**src/rtl/cmdq_pkg.sv**
```systemverilog
// Package: shared field positions, register offsets and decode types for the
// command queue register block. Assumes 64-bit registers split in 32-bit halves.
package cmdq_pkg;
    localparam int REG_W     = 64;
    localparam int HALF_W    = REG_W / 2;
    localparam int OFF_LSB   = 5;
    localparam int OFF_MSB   = 19;
    localparam int OFF_W     = OFF_MSB - OFF_LSB + 1;
    localparam int SIZE_W    = 8;
    localparam int VALID_BIT = 63;
    localparam int PAGE_LOG2 = 12;
    localparam int CMD_LOG2  = 5;

    localparam int OFS_BASE  = 'h00;
    localparam int OFS_WPTR  = 'h08;
    localparam int OFS_RPTR  = 'h10;

    typedef enum logic [1:0] {
        SEL_NONE = 2'd0,
        SEL_BASE = 2'd1,
        SEL_WPTR = 2'd2,
        SEL_RPTR = 2'd3
    } sel_e;

    typedef struct packed {
        sel_e sel;
        logic hi;
        logic err;
    } dec_t;

    // Combine write data into a register according to access width and half.
    function automatic logic [REG_W-1:0] merge_half(
        input logic [REG_W-1:0] cur,
        input logic [REG_W-1:0] wd,
        input logic             wide,
        input logic             hi
    );
        if (wide) begin
            return wd;
        end else if (hi) begin
            return {wd[HALF_W-1:0], cur[HALF_W-1:0]};
        end else begin
            return {cur[REG_W-1:HALF_W], wd[HALF_W-1:0]};
        end
    endfunction
endpackage

```
**src/rtl/cmdq_decode.sv**
```systemverilog
// Module: address decoder for the register block.
// Maps a byte offset, width and direction to a register select, a half flag
// and an error flag. Assumes ADDR_W >= 5 so that all three registers fit.
module cmdq_decode
    import cmdq_pkg::*;
#(
    parameter int ADDR_W = 5
) (
    input  logic [ADDR_W-1:0] addr,
    input  logic              wide,
    input  logic              write,
    output dec_t              dec
);
    logic [ADDR_W-1:0] word_addr;
    logic              misaligned;
    sel_e              sel;

    // Word base address of the 64-bit register that the access falls in.
    assign word_addr  = {addr[ADDR_W-1:3], 3'b000};
    assign misaligned = (addr[1:0] != 2'b00);

    // Pick the register addressed by the word base.
    always_comb begin
        if (word_addr == ADDR_W'(OFS_BASE)) begin
            sel = SEL_BASE;
        end else if (word_addr == ADDR_W'(OFS_WPTR)) begin
            sel = SEL_WPTR;
        end else if (word_addr == ADDR_W'(OFS_RPTR)) begin
            sel = SEL_RPTR;
        end else begin
            sel = SEL_NONE;
        end
    end

    // Gather select, half and the rejection conditions.
    always_comb begin
        dec.sel = sel;
        dec.hi  = addr[2];
        dec.err = misaligned
                | (sel == SEL_NONE)
                | (wide & addr[2])
                | (write & (sel == SEL_RPTR));
    end
endmodule

```
**src/rtl/cmdq_rdptr.sv**
```systemverilog
// Module: read-pointer offset register for the command queue.
// Advances one command per acknowledged consume, wraps at the queue size taken
// from the base size field, and rewinds to zero on clear. Assumes clear only
// occurs together with block (a software write is under way).
module cmdq_rdptr
    import cmdq_pkg::*;
(
    input  logic              clk,
    input  logic              rst_n,
    input  logic              clear,
    input  logic              block,
    input  logic [SIZE_W-1:0] size,
    input  logic              consume,
    input  logic              pending,
    output logic              ack,
    output logic [OFF_W-1:0]  roff,
    output logic [OFF_W-1:0]  roff_adv
);
    localparam int SHIFT = PAGE_LOG2 - CMD_LOG2;

    logic [OFF_W-1:0]  roff_q;
    logic [SIZE_W:0]   pages;
    logic [OFF_W:0]    limit;
    logic [OFF_W:0]    inc;

    // Queue length in commands: (size + 1) pages of 2^SHIFT commands.
    assign pages = {1'b0, size} + {{SIZE_W{1'b0}}, 1'b1};
    assign limit = {{(OFF_W - SIZE_W){1'b0}}, pages} << SHIFT;

    // Candidate next offset with wrap at the queue length.
    assign inc      = {1'b0, roff_q} + {{OFF_W{1'b0}}, 1'b1};
    assign roff_adv = (inc >= limit) ? '0 : inc[OFF_W-1:0];

    // A consume is taken only when work is pending and software is not writing.
    assign ack = consume & pending & ~block;

    // Offset register: clear wins over advance.
    always_ff @(posedge clk) begin
        if (!rst_n) begin
            roff_q <= '0;
        end else if (clear) begin
            roff_q <= '0;
        end else if (ack) begin
            roff_q <= roff_adv;
        end
    end

    assign roff = roff_q;

    assert_clear_rewinds_R5: assert property (@(posedge clk) disable iff (!rst_n)
        clear |=> (roff_q == '0));

    assert_offset_in_ring_R8: assert property (@(posedge clk) disable iff (!rst_n)
        ({1'b0, roff_q} < limit));

    assert_write_beats_consume_R10: assert property (@(posedge clk) disable iff (!rst_n)
        (consume && block && !clear) |=> (roff_q == $past(roff_q)));
endmodule

```
**src/rtl/cmdq_pending.sv**
```systemverilog
// Module: pending-work flag for the command queue.
// Re-evaluated on each check pulse from the valid bit and both offsets, and
// after each acknowledged consume from the advanced offset. Assumes ack is
// never high in a check-pulse cycle.
module cmdq_pending
    import cmdq_pkg::*;
(
    input  logic             clk,
    input  logic             rst_n,
    input  logic             chk,
    input  logic             base_valid,
    input  logic [OFF_W-1:0] woff,
    input  logic [OFF_W-1:0] roff,
    input  logic             ack,
    input  logic [OFF_W-1:0] roff_adv,
    output logic             pending
);
    logic pend_q;

    // Update the flag on a check or after a retired command.
    always_ff @(posedge clk) begin
        if (!rst_n) begin
            pend_q <= 1'b0;
        end else if (chk) begin
            pend_q <= base_valid & (woff != roff);
        end else if (ack) begin
            pend_q <= (roff_adv != woff);
        end
    end

    assign pending = pend_q;

    assert_rise_only_on_check_R7: assert property (@(posedge clk) disable iff (!rst_n)
        $rose(pend_q) |-> $past(chk));

    assert_drain_clears_R8: assert property (@(posedge clk) disable iff (!rst_n)
        (ack && (roff_adv == woff)) |=> !pend_q);
endmodule

```
**src/rtl/cmdq_regs.sv**
```systemverilog
// Module: command queue register interface (top).
// Holds base and write-pointer registers with split 32-bit or whole 64-bit
// access, returns registered read responses, emits a check pulse on software
// updates and hosts the read pointer and pending flag. Assumes one request per
// cycle with no back-pressure.
module cmdq_regs
    import cmdq_pkg::*;
#(
    parameter int ADDR_W = 5
) (
    input  logic              clk,
    input  logic              rst_n,
    input  logic              bus_valid,
    input  logic              bus_write,
    input  logic              bus_wide,
    input  logic [ADDR_W-1:0] bus_addr,
    input  logic [REG_W-1:0]  bus_wdata,
    output logic              rsp_valid,
    output logic              rsp_err,
    output logic [REG_W-1:0]  rsp_rdata,
    output logic              chk_pulse,
    output logic              cmd_pending,
    input  logic              consume,
    output logic              consume_ack,
    output logic [REG_W-1:0]  base_o,
    output logic [REG_W-1:0]  wptr_o,
    output logic [REG_W-1:0]  rptr_o
);
    dec_t             dec;
    logic [REG_W-1:0] base_q;
    logic [REG_W-1:0] wptr_q;
    logic [REG_W-1:0] rptr_val;
    logic [REG_W-1:0] sel_val;
    logic [REG_W-1:0] rd_val;
    logic [OFF_W-1:0] roff;
    logic [OFF_W-1:0] roff_adv;
    logic             accept;
    logic             sw_wr;
    logic             base_we;
    logic             wptr_we;
    logic             rsp_valid_q;
    logic             rsp_err_q;
    logic [REG_W-1:0] rsp_rdata_q;
    logic             chk_q;

    cmdq_decode #(.ADDR_W(ADDR_W)) u_dec (
        .addr  (bus_addr),
        .wide  (bus_wide),
        .write (bus_write),
        .dec   (dec)
    );

    // Write strobes for accepted software writes.
    assign accept  = bus_valid & ~dec.err;
    assign sw_wr   = accept & bus_write;
    assign base_we = sw_wr & (dec.sel == SEL_BASE);
    assign wptr_we = sw_wr & (dec.sel == SEL_WPTR);

    // Base register storage with half-word merge.
    always_ff @(posedge clk) begin
        if (!rst_n) begin
            base_q <= '0;
        end else if (base_we) begin
            base_q <= merge_half(base_q, bus_wdata, bus_wide, dec.hi);
        end
    end

    // Write-pointer register storage with half-word merge.
    always_ff @(posedge clk) begin
        if (!rst_n) begin
            wptr_q <= '0;
        end else if (wptr_we) begin
            wptr_q <= merge_half(wptr_q, bus_wdata, bus_wide, dec.hi);
        end
    end

    cmdq_rdptr u_rdptr (
        .clk      (clk),
        .rst_n    (rst_n),
        .clear    (base_we),
        .block    (sw_wr | chk_q),
        .size     (base_q[SIZE_W-1:0]),
        .consume  (consume),
        .pending  (cmd_pending),
        .ack      (consume_ack),
        .roff     (roff),
        .roff_adv (roff_adv)
    );

    cmdq_pending u_pend (
        .clk        (clk),
        .rst_n      (rst_n),
        .chk        (chk_q),
        .base_valid (base_q[VALID_BIT]),
        .woff       (wptr_q[OFF_MSB:OFF_LSB]),
        .roff       (roff),
        .ack        (consume_ack),
        .roff_adv   (roff_adv),
        .pending    (cmd_pending)
    );

    // Read pointer as seen by software: offset field only, other bits zero.
    assign rptr_val = {{(REG_W - OFF_MSB - 1){1'b0}}, roff, {OFF_LSB{1'b0}}};

    // Select the addressed register for readback.
    always_comb begin
        case (dec.sel)
            SEL_BASE: sel_val = base_q;
            SEL_WPTR: sel_val = wptr_q;
            SEL_RPTR: sel_val = rptr_val;
            default:  sel_val = '0;
        endcase
    end

    // Shape read data by access width and half.
    always_comb begin
        if (bus_wide) begin
            rd_val = sel_val;
        end else if (dec.hi) begin
            rd_val = {{HALF_W{1'b0}}, sel_val[REG_W-1:HALF_W]};
        end else begin
            rd_val = {{HALF_W{1'b0}}, sel_val[HALF_W-1:0]};
        end
    end

    // Registered response and check pulse.
    always_ff @(posedge clk) begin
        if (!rst_n) begin
            rsp_valid_q <= 1'b0;
            rsp_err_q   <= 1'b0;
            rsp_rdata_q <= '0;
            chk_q       <= 1'b0;
        end else begin
            rsp_valid_q <= bus_valid;
            rsp_err_q   <= bus_valid & dec.err;
            rsp_rdata_q <= (accept & ~bus_write) ? rd_val : '0;
            chk_q       <= base_we | wptr_we;
        end
    end

    assign rsp_valid = rsp_valid_q;
    assign rsp_err   = rsp_err_q;
    assign rsp_rdata = rsp_rdata_q;
    assign chk_pulse = chk_q;
    assign base_o    = base_q;
    assign wptr_o    = wptr_q;
    assign rptr_o    = rptr_val;

    assert_pulse_from_write_R6: assert property (@(posedge clk) disable iff (!rst_n)
        chk_q |-> ($past(bus_valid && bus_write) && rsp_valid_q && !rsp_err_q));

    assert_reject_keeps_state_R9: assert property (@(posedge clk) disable iff (!rst_n)
        rsp_err_q |-> ($stable(base_q) && $stable(wptr_q) && (rsp_rdata_q == '0)));

    assert_response_follows_R12: assert property (@(posedge clk) disable iff (!rst_n)
        bus_valid |=> rsp_valid_q);
endmodule

```
**config.mk**
```make
export PLATFORM = sky130hd
export DESIGN_NAME = cmdq_regs
export DESIGN_NICKNAME = d
export VERILOG_FILES = /design/src/rtl/cmdq_pkg.sv /design/src/rtl/cmdq_decode.sv /design/src/rtl/cmdq_rdptr.sv /design/src/rtl/cmdq_pending.sv /design/src/rtl/cmdq_regs.sv
export SDC_FILE = /design/constraint.sdc
export NUM_CORES = 1
export LEC_CHECK = 0
export BUFFER_PORTS_ARGS = -buffer_cell sky130_fd_sc_hd__buf_4
export CAP_MARGIN = 20
export CORE_MARGIN = 2
export CORE_UTILIZATION = 45
export CTS_CLUSTER_DIAMETER = 50
export DETAILED_ROUTE_END_ITERATION = 10
export GPL_TIMING_DRIVEN = 1
export PLACE_DENSITY = 0.8
export SYNTH_ARGS = -nofsm -noshare
export SYNTH_HDL_FRONTEND = slang
export SYNTH_SLANG_ARGS = --single-unit
```
**constraint.sdc**
```tcl
create_clock -name clk -period 9.2 [get_ports clk]
set_input_delay 0.92 -clock clk [delete_from_list [all_inputs] [get_ports clk]]
set_output_delay 0.92 -clock clk [all_outputs]
set_load 0.02 [all_outputs]
```
# == After elaboration in Yosys (flattened, before gate mapping) ==
# Index checks and enable logic that the tools add are counted.
# classes
n_bitwise,20
n_eq_ne,8
n_addsub,2
n_reduce_logical,11
n_mux,11
n_lt_le_gt_ge,1
# op_table
op,count
2-to-1 mux 64 bit,3
one-hot mux 64 bit (3 select lines),1
2-to-1 mux 32 bit,1
inequality test 15 bit,2
"adder 15 x 1 -> 16 bit, second input constant",1
>= comparator 16 bit,1
2-to-1 mux 15 bit,1
AND 1 bit,11
AND reduction 2 bit,5
"adder 8 x 1 -> 9 bit, second input constant",1
"equality test 2 bit, second input constant",3
2-to-1 mux 2 bit,3
nonzero test 2 bit,3
zero test 5 bit,1
OR 1 bit,5
"equality test 2 x 1 -> 1 bit, second input constant",2
NOT 1 bit,4
zero test 2 bit,1
2-to-1 mux 1 bit,2
"inequality test 2 bit, second input constant",1
OR reduction 2 bit,1
# totals
ff_bits,211
output_inout_bits,261
inputBits,75
elab_cells,63

# == Depth between registers and ports, before layout ==
# logic_depth
depth_word,16
depth_mapped,17
depth_no_buf,13

# == Modules after synthesis ==
# A second synthesis with hierarchy kept.
# unflattened
hier_cells,1179
area_unflattened_um2,10761.6
# by_module_without_submodules
mod,cells_each,seq_area_each_um2,instances,area_each_um2
cmdq_regs,935,3903.7,1,8899.8
cmdq_rdptr,188,300.3,1,1402.6
cmdq_pending,45,20.0,1,366.6
cmdq_decode,11,0.0,1,92.6

# == Least setup slack after synthesis ==
# No wires, ideal clock.
# synth_timing
kind,reg-to-reg
start,register u_rdptr.roff_q[0] (netlist: u_rdptr.roff[0])
end,register u_pend.pend_q (netlist: u_pend.pending)
path_stages_with_launch,17
n_path_buf,3
synth_period_minus_slack_ns,3.731
required_ns,9.068
slack_ns,5.469
arrival_time_ns,3.599
setup_time_ns,0.132
cell_sequence,dfxtp_1 > ha_1 > buf_6 > nand3_4 > or2_1 > buf_6 > or4_4 > nand2_1 > ha_1 > o21ai_0 > nor2_1 > a2111oi_2 > and2_1 > buf_4 > nand4b_1 > a2111oi_2 > a31oi_1
# synth_between
elab_chain_len,6
elab_cells_between_ends,8
cone_classes,add/sub: 1; order compare: 1; eq/ne: 2; mux: 3; bitwise: 1
# synth_lines
element,line_no,rtl
"start, declared",cmdq_rdptr.sv:21,logic [OFF_W-1:0] roff_q;
"start signal, assigned",cmdq_rdptr.sv:44,roff_q <= roff_adv;
adder 15 x 1 -> 16 bit,cmdq_rdptr.sv:31,"assign inc = {1'b0, roff_q} + {{OFF_W{1'b0}}, 1'b1};"
>= comparator 16 bit,cmdq_rdptr.sv:32,assign roff_adv = (inc >= limit) ? '0 : inc[OFF_W-1:0];
2-to-1 mux 15 bit,cmdq_rdptr.sv:32,
inequality test 15 bit,cmdq_pending.sv:27,pend_q <= (roff_adv != woff);
2-to-1 mux 1 bit,cmdq_pending.sv:26,end else if (ack) begin
2-to-1 mux 1 bit (*),cmdq_pending.sv:24,end else if (chk) begin
"end signal, assigned",cmdq_pending.sv:25,pend_q <= base_valid & (woff != roff);
"end signal, assigned",cmdq_pending.sv:27,
"end, declared",cmdq_pending.sv:18,logic pend_q;
# Every way passes the cells marked *; elsewhere a longest branch is shown, timed or not. The select of a mux whose other input is x is not followed.
# A chain may end at the register's enable or synchronous reset.

# == Worst setup path in the final report ==
# Same ends and word-level chain as after synthesis.

==> results by group <==
Status
  • Status: completed

Clock network
  • CTS tree: built
  • Count of buffers added by post-CTS timing repair for setup: 0
  • Clock sink count: 211
  • Number of hold buffers added after cts: 0
  • Number of buffers added by the clock tree synthesis step: 26
  • Quantity of gates resized following cts: 0
  • Buffer type at the clock tree root: clkbuf_16
  • Post-CTS clock slew at the launch and capture registers of the worst setup and hold paths: 0.06 ns
  • Maximum buffer depth of the clock tree: 3
  • Clock latency at the later pin of the worst-skew pair: 0.53 ns
  • Htree depth: 1

STA
  • Part of the cycle the worst path needs: 54.31%
  • Slew Viols, Final: 0
  • Tightest Pin Transition: 1.020 ns
  • Worst relative slew slack: 31.66%
  • Setup total negative slack: 0 ns
  • Highest clock frequency the design can meet: about 200 MHz
  • Minimum period implied by the final worst setup slack: 4.997 ns
  • Final worst clock skew: slightly below 0.009 ns
  • RSZ-0062 raised after global routing: no
  • Fin. Hold Viols: 0
  • Final-report setup violation count: 0

Synth
  • Number of enable-type register cells in the synthesized netlist: 0
  • Share of synthesized registers carrying an async set or reset: 0%
  • Flip-flop cell with the highest count after synthesis: dfxtp_1
  • Total standard cell area after synthesis: 0.01040 sq mm
  • Synthesized instance count: ~1200
  • Per-instance average area after synthesis: 8.904 sq um
  • Main area contributors after synthesis: dfxtp_1 41%, nand2_1 7.4%, o211a_1 6.3%, a21boi_0 4.7%, mux2i_1 4.6%
  • Largest area contributor in the synthesized netlist: dfxtp_1
  • Fraction of synthesized cell area taken by the top area cell type: 40.62%
  • Unique cell type count in the Yosys netlist: 63
  • Yosys reg bits: 211
  • Count of warnings emitted by yosys: 0
  • Share of the yosys chip area belonging to registers: 40.62%

Global routing
  • Met2 Use GR: about half
  • Residual overflow from global routing: 0
  • Largest net degree at the start of global routing: between 60 and 70
  • Routing usage on met1: 37.66%
  • Via count of the first global-routing pass: 9248
  • GR Util All Layers: 28.70%
  • Number of antenna violations at the first check in global routing: 1
  • Global routing usage on met3: 4.306%
  • Highest-utilization routing layer at the global route stage: met2
  • First-pass GRT wire length: 54640 um

Cells and area
  • Synthesis-to-layout area growth: 27.24%
  • Core utilization of the finished layout: 58.45%
  • Net count of the finished layout: between 1000 and 1500
  • Post-route cell area: 0.01323 sq mm
  • Fraction of layout instances using a drive strength above 1: 27.23%
  • Combined area of the multi-input logic cells: ~0.0055 sq mm
  • Non-filler instance count after layout: 1696
  • Fill cell total of the finished layout: 1997
  • Area of all sequential standard cells: about 0.0042 sq mm

Floorplan
  • Die Outline Area: 0.02434 sq mm
  • Core footprint: 0.02264 sq mm
  • Number of top-level design ports: 336
  • Die W: about 160 um
  • Starting density of the core: a little under half
  • Chip height: 156.0 um
  • Core Rows: 55

Route
  • Number of DRC violations after detailed routing: 0
  • Number of vias per cell: 5.730
  • First DRT Iteration DRCs: 865
  • 1st-pass router iterations: 5
  • Post-Route WL: between 30000 and 40000 um
  • Drt wl/cell: 21.61 um
  • Residual antenna-violating net count after detailed routing: 0
  • Via total after detailed routing: between 9000 and 10000

Power
  • Clock power frac: 48.6%
  • Static leakage: 6.277 nW
  • Highest ir drop seen on vdd: ~0.00015 V
  • Switching power share of the total: 25.10%
  • Pwr dens: 156.4 mW/mm^2
  • Power spent charging and discharging nets: 519.4 uW
  • Design internal power: 1.550 mW
  • Share of power burned in combinational logic: 6.8%
  • Sequential share of power: approximately 45%

Place
  • DP Wirelength: approximately 25000 um
  • Cell count after placement: 1646
  • Final Wtd Congestion: a little over 1
  • IO Port Bufs: 286
  • Placed inst area: ~0.012 sq mm

Setup path
  • Class of the most critical setup path: flip-flop to flip-flop
  • Data required time at the worst endpoint: roughly 9.6 ns
  • Arrival @ worst endpoint: 5.40 ns
  • Category of the worst setup path launch point: flip-flop
  • Worst-path fanout max: 13
  • Setup crit end kind: flip-flop

Worst hold path
  • Class of the tightest hold or removal check: flip-flop to flip-flop

Flow run
  • Max Cap Violations: 0
## metal layers
metal	up-vias	share of wire (%)
li1	4473	-
met1	4714	42
met2	461	48
met3	70	7.1
met4	0	3.1
met5	-	0
## cells in the final DEF (no fill, tap or decap), types with 16 or more instances in the layout
cell type and count:
conb_1 49, mux2i_1 48, mux4_2 17, xor2_1 16
nand2_1 204, o211a_1 64, a21boi_0 65, and3_1 25
o21ai_0 30, clkbuf_16 26, nor3_1 39, nand3_1 50
xnor2_1 20, a21oi_1 36, dfxtp_1 211, nor2_1 52
buf_4 298, a22oi_1 33
## final cells by class
type                       instances  share of cell area [%]
clock buffer                      30                   5.257
clock inverter                    18                   1.248
sequential                       211                   31.92
multi-input combinational        837                   41.32
antenna                            1                 0.01891
timing repair buffer             299                   17.11
tap                              285                   2.695
inverter                          15                  0.4255
## cells in the mapped netlist (3+ instances only)
cell type	n
dfxtp_1	211
nand2_1	204
a21boi_0	65
o211a_1	65
clkbuf_1	62
buf_4	57
nor2_1	52
nand3_1	50
mux2i_1	48
nor3_1	39
a21oi_1	36
a22oi_1	33
o21ai_0	30
and3_1	25
xnor2_1	20
buf_2	19
mux4_2	17
xor2_1	16
inv_1	14
ha_1	11
nand4_1	10
buf_1	9
nand3b_1	6
nor4_1	6
buf_6	5
nor2b_1	5
a211oi_1	3
a31oi_1	3
and2_1	3
## registers in the layout (all words and copies together) (netlist names)
signal          count
base_o             64
chk_pulse           1
rsp_err             1
rsp_rdata          64
rsp_valid           1
u_pend.pending      1
u_rdptr.roff       15
wptr_o             64
## power groups by stage
stage / clock network (mW) / registers, mW / logic (mW)
after floorplan: 0 / 0.946 / 0.0918
after global placement: 0 / 0.943 / 0.137
after detailed placement: 0 / 0.943 / 0.137
after CTS: 1.01 / 0.923 / 0.138
after global routing: 1.05 / 0.923 / 0.149
final: 1.01 / 0.923 / 0.141
## worst max-delay path, cell delays in order, from the launching register on
cell	delay, ns
dfxtp_1	0.64
ha_1	0.49
nand3_4	0.17
or2_1	0.37
or4_4	0.50
nand2_1	0.16
ha_1	0.27
o21ai_0	0.16
nor2_1	0.07
a2111oi_2	0.67
buf_4	0.27
and2_1	0.37
o21ai_0	0.16
a2111oi_0	0.43
a31oi_1	0.13
## stage by stage
step	hold slack, ns	power [mW]	worst slack (ns)
final	0.4792	2.070	4.203
after global routing	0.4994	2.125	3.941
after CTS	0.4826	2.075	4.244
after detailed placement	0.4746	1.080	4.312
after global placement	0.4670	1.080	4.377
after floorplan	0.5249	1.038	5.469
## logic make-up (layout without fill, tap and decap cells)
| group | Yosys count | after routing | synth area share [%] |
|---|---|---|---|
| compound gates | 256 | 256 | 18.94 |
| xor+xnor | 38 | 38 | 3.405 |
| fa+ha+maj | 11 | 11 | 1.323 |
| buf+inv | 168 | 362 | 8.722 |
| flops | 211 | 211 | 40.62 |
| mux | 65 | 65 | 8.301 |
| other cells | 1 | 50 | 0.03606 |
| simple gates | 418 | 418 | 18.66 |
## worst paths after layout
kind                                              startpoint  slack [ns]  cells past startpoint                           to
worst max-delay path            u_rdptr.roff[0]$_SDFFE_PP0P_        4.20                     14  u_pend.pending$_SDFFE_PN0P_
worst min-delay path                 wptr_o[24]$_SDFFE_PN0P_        0.48                      2      wptr_o[24]$_SDFFE_PN0P_
worst max register to register  u_rdptr.roff[0]$_SDFFE_PP0P_        4.20                     14  u_pend.pending$_SDFFE_PN0P_
worst min register to register       wptr_o[24]$_SDFFE_PN0P_        0.48                      2      wptr_o[24]$_SDFFE_PN0P_
No activity file was read; power rests on OpenSTA's default activity.
